$ cat src/rtl/fiv_pkg.sv
package fiv_pkg;
    typedef enum logic [1:0] {
        ST_IDLE   = 2'd0,
        ST_CHECK  = 2'd1,
        ST_SCAN   = 2'd2,
        ST_FINISH = 2'd3
    } fiv_state_e;

    localparam logic [7:0] CMD_FULL  = 8'h01;
    localparam logic [7:0] CMD_RANGE = 8'h02;

    localparam logic [2:0] RA_CMD     = 3'd0;
    localparam logic [2:0] RA_BLK     = 3'd1;
    localparam logic [2:0] RA_OFS     = 3'd2;
    localparam logic [2:0] RA_BLK_CMP = 3'd3;
    localparam logic [2:0] RA_OFS_END = 3'd4;
    localparam logic [2:0] RA_STAT    = 3'd5;
endpackage

$ cat src/rtl/fiv_regs.sv
module fiv_regs
    import fiv_pkg::*;
#(
    parameter int BLK_W = 8,
    parameter int OFF_W = 8,
    parameter int REG_W = 8
) (
    input  logic             clk_i,
    input  logic             rst_ni,
    input  logic             wr_en_i,
    input  logic [2:0]       addr_i,
    input  logic [REG_W-1:0] wdata_i,
    input  logic             busy_i,
    input  logic             set_verr_i,
    input  logic             set_seqerr_i,
    output logic [REG_W-1:0] rdata_o,
    output logic [7:0]       cmd_o,
    output logic [BLK_W-1:0] blk_o,
    output logic [OFF_W-1:0] ofs_o,
    output logic [BLK_W-1:0] blk_cmp_o,
    output logic [OFF_W-1:0] ofs_end_o
);
    logic             wr_ok;
    logic             verr_q;
    logic             seqerr_q;
    logic [7:0]       cmd_q;
    logic [BLK_W-1:0] blk_q;
    logic [BLK_W-1:0] blk_cmp_q;
    logic [OFF_W-1:0] ofs_q;
    logic [OFF_W-1:0] ofs_end_q;

    assign wr_ok = wr_en_i && !busy_i;

    always_ff @(posedge clk_i or negedge rst_ni) begin
        if (!rst_ni) begin
            cmd_q     <= '0;
            blk_q     <= '0;
            blk_cmp_q <= '0;
            ofs_q     <= '0;
            ofs_end_q <= '0;
            verr_q    <= 1'b0;
            seqerr_q  <= 1'b0;
        end else begin
            if (wr_ok) begin
                case (addr_i)
                    RA_CMD:     cmd_q     <= wdata_i[7:0];
                    RA_BLK:     blk_q     <= wdata_i[BLK_W-1:0];
                    RA_OFS:     ofs_q     <= wdata_i[OFF_W-1:0];
                    RA_BLK_CMP: blk_cmp_q <= wdata_i[BLK_W-1:0];
                    RA_OFS_END: ofs_end_q <= wdata_i[OFF_W-1:0];
                    RA_STAT: begin
                        verr_q   <= 1'b0;
                        seqerr_q <= 1'b0;
                    end
                    default: ;
                endcase
            end
            if (set_verr_i)   verr_q   <= 1'b1;
            if (set_seqerr_i) seqerr_q <= 1'b1;
        end
    end

    always_comb begin
        rdata_o = '0;
        case (addr_i)
            RA_CMD:     rdata_o = REG_W'(cmd_q);
            RA_BLK:     rdata_o = REG_W'(blk_q);
            RA_OFS:     rdata_o = REG_W'(ofs_q);
            RA_BLK_CMP: rdata_o = REG_W'(blk_cmp_q);
            RA_OFS_END: rdata_o = REG_W'(ofs_end_q);
            RA_STAT:    rdata_o = REG_W'({seqerr_q, verr_q, busy_i});
            default:    rdata_o = '0;
        endcase
    end

    assign cmd_o     = cmd_q;
    assign blk_o     = blk_q;
    assign ofs_o     = ofs_q;
    assign blk_cmp_o = blk_cmp_q;
    assign ofs_end_o = ofs_end_q;

    AST_LOCKED_WHEN_BUSY: assert property (@(posedge clk_i) disable iff (!rst_ni)
        (busy_i && wr_en_i) |=> ($stable(blk_q) && $stable(ofs_q) && $stable(cmd_q)));
    AST_STICKY_VERR: assert property (@(posedge clk_i) disable iff (!rst_ni)
        (verr_q && !(wr_ok && addr_i == RA_STAT)) |=> verr_q);
    AST_STICKY_SEQERR: assert property (@(posedge clk_i) disable iff (!rst_ni)
        (seqerr_q && !(wr_ok && addr_i == RA_STAT)) |=> seqerr_q);
endmodule

$ cat src/rtl/fiv_range_sel.sv
module fiv_range_sel
    import fiv_pkg::*;
#(
    parameter int BLK_W = 8,
    parameter int OFF_W = 8
) (
    input  logic [7:0]       cmd_i,
    input  logic [BLK_W-1:0] blk_i,
    input  logic [BLK_W-1:0] blk_cmp_i,
    input  logic [OFF_W-1:0] ofs_i,
    input  logic [OFF_W-1:0] ofs_end_i,
    output logic             cfg_ok_o,
    output logic [OFF_W-1:0] first_o,
    output logic [OFF_W-1:0] last_o
);
    logic blk_match;

    assign blk_match = (blk_i == blk_cmp_i);

    always_comb begin
        first_o  = ofs_i;
        last_o   = ofs_end_i;
        cfg_ok_o = 1'b0;
        case (cmd_i)
            CMD_FULL: begin
                first_o  = '0;
                last_o   = '1;
                cfg_ok_o = blk_match;
            end
            CMD_RANGE: begin
                cfg_ok_o = blk_match && (ofs_i <= ofs_end_i);
            end
            default: cfg_ok_o = 1'b0;
        endcase
    end

    AST_OK_ORDERED: assert final (!cfg_ok_o || (first_o <= last_o));
endmodule

$ cat src/rtl/fiv_ctrl.sv
module fiv_ctrl
    import fiv_pkg::*;
#(
    parameter int BLK_W  = 8,
    parameter int OFF_W  = 8,
    parameter int DATA_W = 8
) (
    input  logic              clk_i,
    input  logic              rst_ni,
    input  logic              start_i,
    input  logic              cfg_ok_i,
    input  logic [OFF_W-1:0]  first_i,
    input  logic [OFF_W-1:0]  last_i,
    input  logic [BLK_W-1:0]  blk_i,
    input  logic [DATA_W-1:0] mem_norm_i,
    input  logic [DATA_W-1:0] mem_marg_i,
    output logic [BLK_W+OFF_W-1:0] mem_addr_o,
    output logic              mem_rd_o,
    output logic              busy_o,
    output logic              done_o,
    output logic              set_verr_o,
    output logic              set_seqerr_o
);
    fiv_state_e       state_q, state_d;
    logic [OFF_W-1:0] cur_q;
    logic [OFF_W-1:0] last_q;
    logic [BLK_W-1:0] blk_q;
    logic             mismatch;
    logic             at_last;

    assign mismatch = (mem_norm_i != mem_marg_i);
    assign at_last  = (cur_q == last_q);

    always_ff @(posedge clk_i or negedge rst_ni) begin
        if (!rst_ni) state_q <= ST_IDLE;
        else         state_q <= state_d;
    end

    always_comb begin
        state_d = state_q;
        unique case (state_q)
            ST_IDLE:   if (start_i) state_d = ST_CHECK;
            ST_CHECK:  state_d = cfg_ok_i ? ST_SCAN : ST_FINISH;
            ST_SCAN:   if (mismatch || at_last) state_d = ST_FINISH;
            ST_FINISH: state_d = ST_IDLE;
        endcase
    end

    always_ff @(posedge clk_i or negedge rst_ni) begin
        if (!rst_ni) begin
            cur_q  <= '0;
            last_q <= '0;
            blk_q  <= '0;
        end else begin
            if (state_q == ST_CHECK) begin
                cur_q  <= first_i;
                last_q <= last_i;
                blk_q  <= blk_i;
            end else if (state_q == ST_SCAN && !mismatch && !at_last) begin
                cur_q <= cur_q + OFF_W'(1);
            end
        end
    end

    always_comb begin
        mem_rd_o     = 1'b0;
        busy_o       = 1'b1;
        done_o       = 1'b0;
        set_verr_o   = 1'b0;
        set_seqerr_o = 1'b0;
        unique case (state_q)
            ST_IDLE:   busy_o = 1'b0;
            ST_CHECK:  set_seqerr_o = !cfg_ok_i;
            ST_SCAN: begin
                mem_rd_o   = 1'b1;
                set_verr_o = mismatch;
            end
            ST_FINISH: done_o = 1'b1;
        endcase
    end

    assign mem_addr_o = {blk_q, cur_q};

    AST_DONE_ONE_CYCLE: assert property (@(posedge clk_i) disable iff (!rst_ni)
        done_o |=> !done_o);
    AST_BAD_CFG_NO_SCAN: assert property (@(posedge clk_i) disable iff (!rst_ni)
        (state_q == ST_CHECK && !cfg_ok_i) |=> (state_q == ST_FINISH));
    AST_ADDR_STEP: assert property (@(posedge clk_i) disable iff (!rst_ni)
        (state_q == ST_SCAN && $past(state_q) == ST_SCAN) |-> (cur_q == $past(cur_q) + OFF_W'(1)));
    AST_ADDR_BOUND: assert property (@(posedge clk_i) disable iff (!rst_ni)
        (state_q == ST_SCAN) |-> (cur_q <= last_q));
    AST_STOP_ON_MISMATCH: assert property (@(posedge clk_i) disable iff (!rst_ni)
        (state_q == ST_SCAN && mismatch) |=> (state_q == ST_FINISH));
endmodule

$ cat src/rtl/fiv_sequencer.sv
module fiv_sequencer
    import fiv_pkg::*;
#(
    parameter int BLK_W  = 8,
    parameter int OFF_W  = 8,
    parameter int DATA_W = 8,
    parameter int REG_W  = 8,
    localparam int ADDR_W = BLK_W + OFF_W
) (
    input  logic              clk_i,
    input  logic              rst_ni,
    input  logic              wr_en_i,
    input  logic [2:0]        addr_i,
    input  logic [REG_W-1:0]  wdata_i,
    output logic [REG_W-1:0]  rdata_o,
    input  logic              start_i,
    output logic              done_o,
    output logic [ADDR_W-1:0] mem_addr_o,
    output logic              mem_rd_o,
    input  logic [DATA_W-1:0] mem_norm_i,
    input  logic [DATA_W-1:0] mem_marg_i
);
    logic             busy;
    logic             set_verr;
    logic             set_seqerr;
    logic             cfg_ok;
    logic [7:0]       cmd;
    logic [BLK_W-1:0] blk;
    logic [BLK_W-1:0] blk_cmp;
    logic [OFF_W-1:0] ofs;
    logic [OFF_W-1:0] ofs_end;
    logic [OFF_W-1:0] first;
    logic [OFF_W-1:0] last;

    fiv_regs #(.BLK_W(BLK_W), .OFF_W(OFF_W), .REG_W(REG_W)) regs_i (
        .clk_i        (clk_i),
        .rst_ni       (rst_ni),
        .wr_en_i      (wr_en_i),
        .addr_i       (addr_i),
        .wdata_i      (wdata_i),
        .busy_i       (busy),
        .set_verr_i   (set_verr),
        .set_seqerr_i (set_seqerr),
        .rdata_o      (rdata_o),
        .cmd_o        (cmd),
        .blk_o        (blk),
        .ofs_o        (ofs),
        .blk_cmp_o    (blk_cmp),
        .ofs_end_o    (ofs_end)
    );

    fiv_range_sel #(.BLK_W(BLK_W), .OFF_W(OFF_W)) sel_i (
        .cmd_i     (cmd),
        .blk_i     (blk),
        .blk_cmp_i (blk_cmp),
        .ofs_i     (ofs),
        .ofs_end_i (ofs_end),
        .cfg_ok_o  (cfg_ok),
        .first_o   (first),
        .last_o    (last)
    );

    fiv_ctrl #(.BLK_W(BLK_W), .OFF_W(OFF_W), .DATA_W(DATA_W)) ctrl_i (
        .clk_i        (clk_i),
        .rst_ni       (rst_ni),
        .start_i      (start_i),
        .cfg_ok_i     (cfg_ok),
        .first_i      (first),
        .last_i       (last),
        .blk_i        (blk),
        .mem_norm_i   (mem_norm_i),
        .mem_marg_i   (mem_marg_i),
        .mem_addr_o   (mem_addr_o),
        .mem_rd_o     (mem_rd_o),
        .busy_o       (busy),
        .done_o       (done_o),
        .set_verr_o   (set_verr),
        .set_seqerr_o (set_seqerr)
    );

    AST_DONE_ENDS_BUSY: assert property (@(posedge clk_i) disable iff (!rst_ni)
        done_o |=> !busy);
endmodule

$ cat config.mk
export PLATFORM = sky130hd
export DESIGN_NAME = fiv_sequencer
export DESIGN_NICKNAME = d
export VERILOG_FILES = /design/src/rtl/fiv_pkg.sv /design/src/rtl/fiv_regs.sv /design/src/rtl/fiv_range_sel.sv /design/src/rtl/fiv_ctrl.sv /design/src/rtl/fiv_sequencer.sv
export SDC_FILE = /design/constraint.sdc
export NUM_CORES = 1
export LEC_CHECK = 0
export BUFFER_PORTS_ARGS = -buffer_cell sky130_fd_sc_hd__buf_2
export CAP_MARGIN = 20
export CELL_PAD_IN_SITES_DETAIL_PLACEMENT = 1
export CELL_PAD_IN_SITES_GLOBAL_PLACEMENT = 2
export CORE_MARGIN = 4
export CORE_UTILIZATION = 40
export CTS_CLUSTER_DIAMETER = 100
export DETAILED_ROUTE_END_ITERATION = 10
export PLACE_DENSITY = 0.84
export SLEW_MARGIN = 20
export SYNTH_ARGS = -nofsm -noshare
export SYNTH_HDL_FRONTEND = slang
export SYNTH_SLANG_ARGS = --single-unit
$ cat constraint.sdc
create_clock -name clk_i -period 3.6 [get_ports clk_i]
set_clock_uncertainty 0.15 [all_clocks]
set_input_delay 0.18 -clock clk_i [delete_from_list [all_inputs] [get_ports clk_i]]
set_output_delay 0.18 -clock clk_i [all_outputs]
set_load 0.005 [all_outputs]
[Word-level counts from Yosys, hierarchy flattened]
Cells that the tools add are included.
W data, S select, Z words.
Storage, ports and cells
  flip-flop bits (word level): 68
  input bits: 31
  output and inout port bits: 26
  word-level logic and storage cells: 70
Cells by class
  add/sub/neg operators: 1
  magnitude comparators: 1
  equal/unequal tests: 15
  muxes and demuxes: 19
  reduce and logical (&&, ||, !) cells: 23
Operators with widths (count)
  $pmux W8 S6: 1
  $mux W8: 4
  $eq A8 B8 Y1: 2
  $reduce_and A2 Y1: 8
  $mux W1: 10
  $reduce_bool A2 Y1: 5
  $add A8 B1 Y8 const B: 1
  $eq A8 B1 Y1 const B: 1
  $eq A8 B2 Y1 const B: 1
  $le A8 B8 Y1: 1
  $ne A8 B8 Y1: 1
  $pmux W2 S4: 1
  $eq A3 B2 Y1 const B: 2
  $eq A3 B3 Y1 const B: 2
  $eq A2 B2 Y1 const B: 2
  $logic_and A1 B1 Y1: 4
  $mux W2: 2
  $eq A3 B1 Y1 const B: 1
  $logic_not A1 Y1: 3
  $logic_not A3 Y1: 1
  $eq A2 B1 Y1 const B: 1
  $logic_not A2 Y1: 1
  $ne A2 B1 Y1 const B: 1
  $ne A2 B2 Y1 const B: 1
  2 further kinds: 2

[Logic depth before layout (Yosys ltp)]
  depth in word-level cells: 7
  mapped depth: 8
  gate-level depth less buffers: 8

[Hierarchy]
A second synthesis with hierarchy kept.
Second synthesis, totals
  cells, all modules: 337
  area total of the unflattened synthesis: 3861.2 um2
By module, submodules not included
  fiv_regs: times used 1, cells each 150, area an instance 1996.9 um2, sequential area each 1051.0 um2
  fiv_ctrl: times used 1, cells each 123, area an instance 1415.1 um2, sequential area each 650.6 um2
  fiv_range_sel: times used 1, cells each 64, area an instance 449.2 um2, sequential area each 0.0 um2

[Worst setup path after synthesis]
Ideal clock, no wire load.
  path kind: register to register
  start point: register ctrl_i.state_q[1]
  end point: register regs_i.blk_q[0] (netlist: regs_i.blk_o[0])
  setup time: 0.125 ns
  data arrival time: 1.695 ns
  required time: 3.325 ns
  slack: 1.631 ns
  stages on the path, launching flop included: 7
  buffers on the path: 0
  period minus slack after synthesis: 1.969 ns
  path through: dfrtp_1 > inv_1 > ha_1 > nand2_1 > or2_2 > nor2_2 > mux2_2
On the way
  word-level cells in the longest chain between the ends: 3
Ends and longest elaborated chain
  start: declaration: line fiv_ctrl.sv:24  | fiv_state_e state_q, state_d;
  start signal: assignment: line fiv_ctrl.sv:36  | else state_q <= state_d;
  $logic_not A2 Y1: line fiv_ctrl.sv:71  | unique case (state_q)
  $logic_and A1 B1 Y1: line fiv_regs.sv:32  | assign wr_ok = wr_en_i && !busy_i;
  $reduce_and A2 Y1 (no line)
  end signal: assignment: line fiv_regs.sv:47  | RA_BLK: blk_q <= wdata_i[BLK_W-1:0];
  end: declaration: line fiv_regs.sv:27  | logic [BLK_W-1:0] blk_q;
Every way passes these cells.
A chain may end at the register's enable or synchronous reset.

[Final worst setup path]
  start point: register ctrl_i.cur_q[7]
  end point: register ctrl_i.cur_q[6]
On the way
  word-level cells in the longest chain between the ends: 4
Ends and longest elaborated chain
  start: declaration: line fiv_ctrl.sv:25  | logic [OFF_W-1:0] cur_q;
  start signal: assignment: line fiv_ctrl.sv:56  | cur_q <= first_i;
  start signal: assignment: line fiv_ctrl.sv:60  | cur_q <= cur_q + OFF_W'(1);
  $eq A8 B8 Y1: line fiv_ctrl.sv:32  | assign at_last = (cur_q == last_q);
  $logic_not A1 Y1: line fiv_ctrl.sv:59  | end else if (state_q == ST_SCAN && !mismatch && !at_last) begin
  $logic_and A1 B1 Y1: line fiv_ctrl.sv:59
  $reduce_bool A2 Y1 (no line)
Every way passes these cells.

==> results.yml <==
logic_synthesis:
  synth_top_area_share_pct: 46.0
  synth.lib_cells_used.distinct: 44
  number_of_synthesized_register_bits: 68
  yosysWarnings: 0
  yosysMostFrequentCell: "sky130_fd_sc_hd__dfrtp_1"
  synth_top_area_cell: "sky130_fd_sc_hd__dfrtp_1"
  top_cells_by_instance_count_after_synthesis: "sky130_fd_sc_hd__dfrtp_1, sky130_fd_sc_hd__mux2_2, sky130_fd_sc_hd__nor2_1"
  synth_edf_count: 0
  mappedNetlistNets: 389
  yosys_most_used_dff: "sky130_fd_sc_hd__dfrtp_1"
  mappedNetlistArea_um2: 3700
  async_reset_ff_share_pct: 100
  syn_inst: 345
  syn-mean-instance-area_um2: 10.7
  yosys-top-cells-area: "sky130_fd_sc_hd__dfrtp_1, sky130_fd_sc_hd__mux2_2, sky130_fd_sc_hd__ha_1"
  synth-seq-area-share_pct: 46.0
clocking:
  cts.sink_count: 68
  post_cts_resized: 0
  htree_levels: 3
  tritoncts.num_buffers: 9
  cts_tree: "done"
  clock_tree.buffer_depth: 2
  clock_tree.root_cell: "sky130_fd_sc_hd__clkbuf_8"
  cts.reportedPaths.clkPinSlew_ns: 0.08
  clk_latency_ns: 0.35
layout:
  syn_to_final_growth_pct: 18.5
  num_antenna_cells: 0
  number_of_fill_cells_in_the_layout: 1005
  post_route_cells_drive_above_1_share_pct: 31.4
  multi_input_area_um2: 1870
  post_route_cell_area_um2: 4380
  layout.area.seq_um2: 1700
  finalNetCount: 456
placed_design:
  port_buffers: 56
  detailedPlacementHpwl_um: 7520
  dpl-instance-area_um2: 4080
  globalplace.congestion: 0.803
  pre_cts_slack_ns: 1.30
grt:
  overflow: 0
  grt_pass1_wl_um: 16800
  grt-busiest-layer: "met2"
  groute.layer.met2.usage_pct: 33.2
  first_global_vias: 3068
  use_met3_pct: 3.60
  grt_max_degree: 28
  grt_use_total_pct: 19.8
  antenna_found_initial: 0
  global_route.usage.met1_pct: 25.8
sta:
  maxSlewHeadroom_pct: 60.3
  setup_viol: 0
  slew_violations: 0
  final_period_minus_worst_setup_slack_ns: 2.37
  setup_slack_ns: 1.23
  worst_slew_pin_slew_ns: 0.596
  max_freq_mhz: 421
  whs_ns: 0.0204
  rsz0062_at_grt: "no"
  min_period_over_period_pct: 66.0
  report.final.hold_viol_count: 0
  timing.setup.tns_ns: 0
critical_path:
  crit_path_cell_trace: "xnor2_1 -> nand4_1 -> o2111ai_1 -> buf_4 -> nor2b_1 -> nor2_1 -> o22a_1"
  r2r_cell_count: 7
  r2r_slack_ns: 1.23
  end_kind: "flop"
  cp.depth: 7
  critical_path.reg2reg.endpoint: "ctrl_i.cur_q[6]$_DFFE_PN0P_"
  worstPathBufferInverterCount: 1
  worstPathMaxFanout: 11
  timing.critical_path.required_ns: 3.69
  slowest_stage: "sky130_fd_sc_hd__nor2b_1"
  criticalPathCategory: "flop to flop"
  setup.worst_path.start_class: "flop"
  worst_path_largest_cell_delay_ns: 0.47
  crit-reg2reg-launch: "ctrl_i.cur_q[7]$_DFFE_PN0P_"
  crit_end: "ctrl_i.cur_q[6]$_DFFE_PN0P_"
  timing.critical_path.arrival_ns: 2.46
  worstSetupStartpoint: "ctrl_i.cur_q[7]$_DFFE_PN0P_"
  critical-path-top-delay-family: "simple AND/OR/NAND/NOR gates"
run:
  drv_cap: 0
pwr:
  switching_share_pct: 38.4
  p_comb_share_pct: 38.4
  share_seq_of_total_power_pct: 41.2
  total_power_mw: 3.51
  pwr-share-clk_pct: 20.3
  irDropWorstVdd_mv: 0.310
  p_int_mw: 2.16
  power.leakage_nw: 1.99
  power_per_cell_area_nw_per_um2: 801
  p_switching_mw: 1.35
floorplanning:
  floorplan.initialDensity_pct: 41.8
  core.rowCount: 34
  die_h_um: 104
  core_region_area_um2: 8850
  io_pins: 57
  chipWidth_um: 104
  area_of_the_die_um2: 10900
route:
  drtAntennaViolNets: 0
  drcViolationCount: 0
  post_drt_via_cell_ratio: 5.53
  routed-via-count: 2902
  wl_per_cell_um: 19.3
  detail_route.first_pass.iterations: 6
  drt-total-wl_um: 10200
  detail_route.iter0.violations: 116
worst_hold_path:
  worstHoldStart: "wdata_i[4]"
  min_path_type: "primary input to flop"
status:
  run_status: "complete, no violations"
-- layout by cell type, fill, tap and decap left out, types with 12 or more instances in the layout --
cell type,count
sky130_fd_sc_hd__a21oi_1,21
sky130_fd_sc_hd__xnor2_1,15
sky130_fd_sc_hd__dfrtp_1,68
sky130_fd_sc_hd__buf_2,56
sky130_fd_sc_hd__mux2_2,43
sky130_fd_sc_hd__ha_1,13
sky130_fd_sc_hd__xor2_1,12
sky130_fd_sc_hd__nand2_1,24
sky130_fd_sc_hd__o21ai_0,19
sky130_fd_sc_hd__nor2_1,25
sky130_fd_sc_hd__inv_1,14
-- area by class of cell --
type                    count  area share [%]
clock buffers               9            2.83
clock inverters             7            2.31
inverters                  14            1.20
multi-input cells         250            42.7
flip-flops and latches     68            38.8
well taps                 108            3.08
repair buffers             69            9.08
-- power by group through the flow --
stage	Clock, mW	Combinational [mW]	Sequential, mW
global route	0.774	1.53	1.50
detailed placement	0	1.35	1.46
global placement	0	1.31	1.43
CTS	0.731	1.37	1.45
floorplan	0	0.970	1.35
finish	0.714	1.35	1.45
-- sequential cells by signal, indices dropped and copies added (netlist names) --
register	count
ctrl_i.blk_q	8
ctrl_i.cur_q	8
ctrl_i.last_q	8
regs_i.blk_cmp_o	8
regs_i.blk_o	8
regs_i.cmd_o	8
regs_i.ofs_end_o	8
regs_i.ofs_o	8
ctrl_i.state_q	2
regs_i.seqerr_q	1
regs_i.verr_q	1
-- how the worst min path moves through the flow --
stage / to / slack [ns] / cells past startpoint
2_1_floorplan: ctrl_i.blk_q[0]$_DFFE_PN0P_ / -0.27 / 0
3_3_place_gp: regs_i.verr_q$_DFFE_PN0P_ / 0.007 / 1
3_5_place_dp: regs_i.verr_q$_DFFE_PN0P_ / 0.005 / 1
4_1_cts: regs_i.ofs_end_o[4]$_DFFE_PN0P_ / 0.02 / 3
5_1_grt: regs_i.ofs_end_o[4]$_DFFE_PN0P_ / 0.02 / 3
6_report: regs_i.ofs_end_o[4]$_DFFE_PN0P_ / 0.02 / 3
-- kinds of logic after synthesis --
kind of cell / after synthesis / synth area share, %
buffers and inverters: 27 / 3.45
xor gates and xnor gates: 27 / 6.39
and+or+nand+nor: 85 / 11.7
adders and majority gates: 13 / 4.40
AOI/OAI and AO/OA: 72 / 11.9
DFF: 68 / 46.0
muxes: 53 / 16.1
-- repair_timing --
action,CTS,global route
setup buffers,0,0
endpoints found under the hold margin,40,0
hold buffers,8,0
-- layer usage --
layer | vias to the layer above | part of all wire (%) | routed length, µm
met5 | - | 0 | 0
met4 | 0 | 1.5 | 150
met3 | 12 | 3.3 | 339
met2 | 60 | 49 | 5010
met1 | 1474 | 46 | 4660
li1 | 1356 | - | -
-- tightest hold or removal path, delay by kind of cell --
family	cells	cell delay, ns
AOI/OAI and AO/OA	1	0.08
and+or+nand+nor	1	0.06
buffers and inverters	1	0.15
-- through the flow --
| step | std cells | util [%] |
|---|---|---|
| detailed placement | 501 | 46.1 |
| finish | 525 | 49.5 |
| CTS | 525 | 49.5 |
| global route | 525 | 49.5 |
| global placement | 501 | 46.1 |
| floorplan | 345 | - |
(Power assumes the default switching activity.)
